`src/rtl/pwm_cmp_pkg.sv`:
```
package pwm_cmp_pkg;

  localparam logic [1:0] ADDR_CTRL   = 2'd0;
  localparam logic [1:0] ADDR_PERIOD = 2'd1;
  localparam logic [1:0] ADDR_CMP    = 2'd2;
  localparam logic [1:0] ADDR_EVT    = 2'd3;

  localparam logic [2:0] MODE_SENSE_A = 3'b110;
  localparam logic [2:0] MODE_SENSE_B = 3'b111;

  typedef enum logic [1:0] {
    ALIGN_EDGE      = 2'b00,
    ALIGN_FLAG_DN   = 2'b01,
    ALIGN_FLAG_UP   = 2'b10,
    ALIGN_FLAG_BOTH = 2'b11
  } align_e;

  typedef struct packed {
    logic [2:0] mode;
    logic       act_low;
    logic       cmp_hold;
    logic       per_hold;
    align_e     align;
    logic       down;
    logic       run;
  } ctrl_t;

  localparam int CTRL_W = $bits(ctrl_t);

endpackage

```
`src/rtl/pwm_cmp_regs.sv`:
```
module pwm_cmp_regs
  import pwm_cmp_pkg::*;
#(
  parameter int CNT_W = 16
) (
  input  logic             clk,
  input  logic             rst_n,
  input  logic             wr_en,
  input  logic [1:0]       wr_addr,
  input  logic [CNT_W-1:0] wr_data,
  input  logic             uev_i,
  output ctrl_t            ctrl_o,
  output logic [CNT_W-1:0] per_act_o,
  output logic [CNT_W-1:0] cmp_act_o,
  output logic [CNT_W-1:0] per_shadow_o,
  output logic             sw_upd_o,
  output logic             flag_clr_o
);

  ctrl_t            ctrl_q;
  logic [CNT_W-1:0] per_pre_q, cmp_pre_q;
  logic [CNT_W-1:0] per_sh_q, cmp_sh_q;
  logic             evt_wr;
  logic             load_sh;

  assign evt_wr     = wr_en && (wr_addr == ADDR_EVT);
  assign sw_upd_o   = evt_wr && wr_data[0];
  assign flag_clr_o = evt_wr && wr_data[1];
  assign load_sh    = sw_upd_o || uev_i;

  always_ff @(posedge clk or negedge rst_n) begin
    if (!rst_n) begin
      ctrl_q    <= '0;
      per_pre_q <= '0;
      cmp_pre_q <= '0;
    end else if (wr_en) begin
      case (wr_addr)
        ADDR_CTRL:   ctrl_q    <= ctrl_t'(wr_data[CTRL_W-1:0]);
        ADDR_PERIOD: per_pre_q <= wr_data;
        ADDR_CMP:    cmp_pre_q <= wr_data;
        default:     ;
      endcase
    end
  end

  always_ff @(posedge clk or negedge rst_n) begin
    if (!rst_n) begin
      per_sh_q <= '0;
      cmp_sh_q <= '0;
    end else if (load_sh) begin
      per_sh_q <= per_pre_q;
      cmp_sh_q <= cmp_pre_q;
    end
  end

  assign ctrl_o       = ctrl_q;
  assign per_act_o    = ctrl_q.per_hold ? per_sh_q : per_pre_q;
  assign cmp_act_o    = ctrl_q.cmp_hold ? cmp_sh_q : cmp_pre_q;
  assign per_shadow_o = per_sh_q;

endmodule

```
`src/rtl/pwm_cmp_counter.sv`:
```
module pwm_cmp_counter
  import pwm_cmp_pkg::*;
#(
  parameter int CNT_W = 16
) (
  input  logic             clk,
  input  logic             rst_n,
  input  logic             run_i,
  input  logic             down_i,
  input  align_e           align_i,
  input  logic [CNT_W-1:0] per_i,
  input  logic             sw_upd_i,
  output logic [CNT_W-1:0] cnt_o,
  output logic             going_down_o,
  output logic             uev_o
);

  localparam logic [CNT_W-1:0] ONE = {{(CNT_W-1){1'b0}}, 1'b1};

  logic [CNT_W-1:0] cnt_q, cnt_d;
  logic             up_q, up_d;
  logic             center;
  logic             uev;

  assign center = (align_i != ALIGN_EDGE);

  always_comb begin
    cnt_d = cnt_q;
    up_d  = center ? up_q : 1'b1;
    uev   = 1'b0;
    if (sw_upd_i) begin
      cnt_d = '0;
      up_d  = 1'b1;
    end else if (run_i) begin
      if (!center) begin
        if (!down_i) begin
          if (cnt_q >= per_i) begin
            cnt_d = '0;
            uev   = 1'b1;
          end else begin
            cnt_d = cnt_q + ONE;
          end
        end else begin
          if (cnt_q == '0) begin
            cnt_d = per_i;
            uev   = 1'b1;
          end else begin
            cnt_d = cnt_q - ONE;
          end
        end
      end else if (up_q) begin
        if (cnt_q >= per_i) begin
          up_d  = 1'b0;
          cnt_d = (per_i == '0) ? '0 : per_i - ONE;
          uev   = 1'b1;
        end else begin
          cnt_d = cnt_q + ONE;
        end
      end else begin
        if (cnt_q == '0) begin
          up_d  = 1'b1;
          cnt_d = (per_i == '0) ? '0 : ONE;
          uev   = 1'b1;
        end else begin
          cnt_d = cnt_q - ONE;
        end
      end
    end
  end

  always_ff @(posedge clk or negedge rst_n) begin
    if (!rst_n) begin
      cnt_q <= '0;
      up_q  <= 1'b1;
    end else begin
      cnt_q <= cnt_d;
      up_q  <= up_d;
    end
  end

  assign cnt_o        = cnt_q;
  assign going_down_o = center ? ~up_q : down_i;
  assign uev_o        = uev;

endmodule

```
`src/rtl/pwm_cmp_compare.sv`:
```
module pwm_cmp_compare
  import pwm_cmp_pkg::*;
#(
  parameter int CNT_W = 16
) (
  input  logic             clk,
  input  logic             rst_n,
  input  logic [CNT_W-1:0] cnt_i,
  input  logic [CNT_W-1:0] per_i,
  input  logic [CNT_W-1:0] cmp_i,
  input  logic             going_down_i,
  input  ctrl_t            ctrl_i,
  input  logic             flag_clr_i,
  output logic             ref_o,
  output logic             pwm_o,
  output logic             flag_o
);

  logic base;
  logic refv;
  logic slope_ok;
  logic hit;
  logic flag_q;

  always_comb begin
    if (ctrl_i.align != ALIGN_EDGE) begin
      if (cmp_i == '0)         base = 1'b0;
      else if (cmp_i >= per_i) base = 1'b1;
      else                     base = (cnt_i < cmp_i);
    end else if (ctrl_i.down) begin
      base = (cnt_i <= cmp_i);
    end else begin
      base = (cnt_i < cmp_i);
    end
  end

  always_comb begin
    case (ctrl_i.mode)
      MODE_SENSE_A: refv = base;
      MODE_SENSE_B: refv = ~base;
      default:      refv = 1'b0;
    endcase
  end

  always_comb begin
    case (ctrl_i.align)
      ALIGN_FLAG_DN: slope_ok = going_down_i;
      ALIGN_FLAG_UP: slope_ok = ~going_down_i;
      default:       slope_ok = 1'b1;
    endcase
  end

  assign hit = ctrl_i.run && (cnt_i == cmp_i) && slope_ok;

  always_ff @(posedge clk or negedge rst_n) begin
    if (!rst_n) flag_q <= 1'b0;
    else        flag_q <= (flag_q & ~flag_clr_i) | hit;
  end

  assign ref_o  = refv;
  assign pwm_o  = refv ^ ctrl_i.act_low;
  assign flag_o = flag_q;

endmodule

```
`src/rtl/pwm_cmp_channel.sv`:
```
module pwm_cmp_channel
  import pwm_cmp_pkg::*;
#(
  parameter int CNT_W = 16
) (
  input  logic             clk,
  input  logic             rst_n,
  input  logic             wr_en,
  input  logic [1:0]       wr_addr,
  input  logic [CNT_W-1:0] wr_data,
  output logic [CNT_W-1:0] cnt_o,
  output logic             ref_o,
  output logic             pwm_o,
  output logic             flag_o,
  output logic             dir_down_o
);

  ctrl_t            ctrl;
  logic [CNT_W-1:0] per_act, cmp_act, per_shadow;
  logic             sw_upd, flag_clr, upd_evt;

  pwm_cmp_regs #(.CNT_W(CNT_W)) u_regs (
    .clk          (clk),
    .rst_n        (rst_n),
    .wr_en        (wr_en),
    .wr_addr      (wr_addr),
    .wr_data      (wr_data),
    .uev_i        (upd_evt),
    .ctrl_o       (ctrl),
    .per_act_o    (per_act),
    .cmp_act_o    (cmp_act),
    .per_shadow_o (per_shadow),
    .sw_upd_o     (sw_upd),
    .flag_clr_o   (flag_clr)
  );

  pwm_cmp_counter #(.CNT_W(CNT_W)) u_cnt (
    .clk          (clk),
    .rst_n        (rst_n),
    .run_i        (ctrl.run),
    .down_i       (ctrl.down),
    .align_i      (ctrl.align),
    .per_i        (per_act),
    .sw_upd_i     (sw_upd),
    .cnt_o        (cnt_o),
    .going_down_o (dir_down_o),
    .uev_o        (upd_evt)
  );

  pwm_cmp_compare #(.CNT_W(CNT_W)) u_cmp (
    .clk          (clk),
    .rst_n        (rst_n),
    .cnt_i        (cnt_o),
    .per_i        (per_act),
    .cmp_i        (cmp_act),
    .going_down_i (dir_down_o),
    .ctrl_i       (ctrl),
    .flag_clr_i   (flag_clr),
    .ref_o        (ref_o),
    .pwm_o        (pwm_o),
    .flag_o       (flag_o)
  );

endmodule

```
`config.mk`:
```
export PLATFORM = sky130hd
export DESIGN_NAME = pwm_cmp_channel
export DESIGN_NICKNAME = d
export VERILOG_FILES = /design/src/rtl/pwm_cmp_pkg.sv /design/src/rtl/pwm_cmp_regs.sv /design/src/rtl/pwm_cmp_counter.sv /design/src/rtl/pwm_cmp_compare.sv /design/src/rtl/pwm_cmp_channel.sv
export SDC_FILE = /design/constraint.sdc
export NUM_CORES = 1
export LEC_CHECK = 0
export ABC_CLOCK_PERIOD_IN_PS = 7200
export BUFFER_PORTS_ARGS = -buffer_cell sky130_fd_sc_hd__buf_4
export CAP_MARGIN = 40
export CORE_AREA = 8 8 142 144
export CTS_BUF_LIST = sky130_fd_sc_hd__clkbuf_2 sky130_fd_sc_hd__clkbuf_4 sky130_fd_sc_hd__clkbuf_8
export DETAILED_ROUTE_END_ITERATION = 7
export DIE_AREA = 0 0 150 152
export SYNTH_ARGS = -nofsm -noshare
export SYNTH_HDL_FRONTEND = slang
export SYNTH_SLANG_ARGS = --single-unit
```
`constraint.sdc`:
```
create_clock -name clk -period 7.2 [get_ports clk]
set_input_delay 1.08 -clock clk [delete_from_list [all_inputs] [get_ports clk]]
set_output_delay 1.08 -clock clk [all_outputs]
set_load 0.01 [all_outputs]
```
==> metrics <==
largest net degree at the start of global routing 66; EDFF count, synth 0; CP Class reg -> out; post-route cell area slightly below 0.008 mm²; final setup skew just over 20 ps; Synth Flop Type dfrtp_1; n_diodes 0; share of cells above drive strength 1 approximately 22%; Critical Path Start Type flop; H-tree Lvls 3; reg-to-reg endpoint u_cnt.cnt_o[12]; Final #Nets between 800 and 900; largest family of logic cells by synthesized area multiplexers; CP Capture Point pwm_o; Layout area overhead 9.78%; setup TNS 0 ps; area share of fa/ha/maj cells after synthesis 9.97%; worst path required time 6120 ps; Crit path buffers/inverters 2; worst path cell trace buf_4, mux2i_1, ha_1, nand4_1, or2_2, a2111oi_0, o31ai_1, a32oi_1, mux2i_1, xor2_1, buf_4; vias between 5k and 6k; clk root buf clkbuf_8; total track usage about a fifth; initial antenna violation count 0; post-route ant nets 0; number of setup buffers added after CTS 0; worst hold path class reg -> reg; Worst path depth 11; cts hold-fix bufs 0; cell count after synthesis ~710; Worst Reg2Reg Path Length in Cells 9; Max clock buf depth 2; Critical Path End Type output pin; Post-Syn Nets 782; gp weighted congestion just over 0.9; Mapped Area between 0.007 and 0.008 mm²; wire per inst 22.3 µm; RSZ-0062 raised after global routing false; Tcrit/Tclk final 72.5%; fmax about 0.19 GHz; number of core rows ~50; post-CTS resize count 0; Vias/cell about 6; final count of hold timing violations 0; FF-to-FF setup slack between 2000 and 3000 ps; slowest stage cell, crit path dfrtp_1; yosys warns 0; Starting Density slightly below 40%; Final Total Pwr 3180 µW; most frequent cells in the layout dfrtp_1 (91), ha_1 (56), nand2_1 (48), buf_4 (45), mux2_2 (44); Power Density ~400 mW/mm²; Die Width 150 µm; drt pass-1 iters 5; xor and xnor area share after synthesis around 4.0%; Static Leak between 0.003 and 0.004 µW; Synth Area in Compound Gates between 10% and 20%; Worst setup startpoint u_regs.ctrl_o[4]; post-DP HPWL ~16,000 µm; #FFs+latches synth between 90 and 100; Max Cap Viol 0; first-pass GRT wire length between 30,000 and 40,000 µm; # clock sinks a little over 90; IO buf count 40; total wire length 21,500 µm; Core Region 0.0178 mm²; DR DRC count 0; Die H 152 µm; Final setup violation count 0; ys async rst share 100%; vias in the first global route roughly 6.0k; worst slew pin tran just under 900 ps; Worst path top cell family by delay multiplexers; R2R Path Start u_regs.ctrl_o[4]; boundary pin count just over 40; Max FO, Critical Path 18; commonest non-fill, non-tap cell in the layout dfrtp_1; Seq/Total Area, Yosys around 33%; CP Data Arrival Time between 4000 and 5000 ps; post-synthesis cell type count 74; synthesized-area fraction occupied by and/or/nand/nor cells approximately 15%; Clk Latency, worst-skew pair 400 ps; total CTS buffers 9; Die ar. roughly 0.023 mm²; crit-path max cell delay roughly 700 ps; fin crit period about 5200 ps; total grt overflow 0; clock slew at reported path FFs 100 ps; Max IR drop VDD about 0.15 mV; mux share of post-synthesis cell area 18.0%; CTS tree built; outcome complete, no violations; Rel. slew slack 40.6%; Syn Area/Cell 9.97 µm²; hold path cells 1; number of DRC markers in iteration 0 537; pins over their slew limit 0; Placed Instance Area 0.00750 mm²
## flip-flops by register name (all words and copies together), names as in the netlist
register / cells
u_regs.cmp_pre_q: 16
u_regs.cmp_sh_q: 16
u_cnt.cnt_o: 16
u_cmp.flag_o: 1
u_cnt.up_q: 1
u_regs.per_pre_q: 16
u_regs.per_shadow_o: 16
u_regs.ctrl_o: 10
## through the flow
step	std cells	setup slack [ps]	util (%)	hold WS, ps
after floorplan	705	2880	-	476
after global routing	962	1700	43.4	537
after CTS	962	1940	43.4	521
after detailed placement	946	2390	42.2	498
after global placement	941	2430	41.8	496
final	962	1980	43.4	517
## how the worst min path moves through the flow
stage | start | end
after floorplan | u_regs.cmp_sh_q[1] | u_regs.cmp_sh_q[1]
after global placement | u_cmp.flag_o | u_cmp.flag_o
after detailed placement | u_regs.per_shadow_o[14] | u_regs.per_shadow_o[14]
after CTS | u_cmp.flag_o | u_cmp.flag_o
after global routing | u_regs.per_shadow_o[14] | u_regs.per_shadow_o[14]
final | u_cmp.flag_o | u_cmp.flag_o
## power by group
| group | switching (µW) | internal, µW |
|---|---|---|
| Clock | 217 | 177 |
| Sequential | 349 | 695 |
| Combinational | 927 | 816 |
## logic make-up after synthesis
logic type      after synthesis
simple gates                197
compound gates              155
mux                         106
flops                        92
buf+inv                      67
fa+ha+maj                    56
xor+xnor                     32
## metal layers
metal	GRT usage, %	part of all wire [%]
met2	28.5	45
met5	0	0
met1	26.3	46
met3	3.62	5.6
met4	8.52	3.4
## final cells by class
cell class | instances | area, µm²
clock inverters | 6 | 77.6
inverters | 31 | 116
multi-input cells | 546 | 4410
clock buffers | 10 | 138
repair buffers | 48 | 383
well taps | 229 | 287
flip-flops and latches | 92 | 2300
fillers | 1733 | 10100
## synth_stat cells (5+ instances only)
cell type | count | share of area [%]
mux2_4 | 30 | 6.4
xor2_1 | 16 | 2.0
mux2i_1 | 32 | 4.6
a22o_1 | 6 | 0.75
xnor2_1 | 16 | 2.0
o21ai_0 | 26 | 1.9
buf_2 | 15 | 1.1
ha_1 | 56 | 10
a21oi_1 | 36 | 2.6
o31ai_1 | 5 | 0.53
nand3_1 | 20 | 1.4
o21a_1 | 6 | 0.64
nor2_1 | 37 | 2.0
mux2_2 | 44 | 7.1
a21o_1 | 5 | 0.53
o21ai_1 | 5 | 0.36
nor3_1 | 19 | 1.4
a31oi_1 | 6 | 0.53
nand2_1 | 48 | 2.6
o22ai_1 | 5 | 0.45
inv_1 | 31 | 1.7
o211ai_1 | 14 | 1.5
nor4_1 | 7 | 0.62
and3_1 | 5 | 0.45
buf_6 | 5 | 0.80
clkbuf_1 | 13 | 0.69
nand4_1 | 20 | 1.8
dfrtp_1 | 91 | 32
Power figures use the tool's default switching activity.
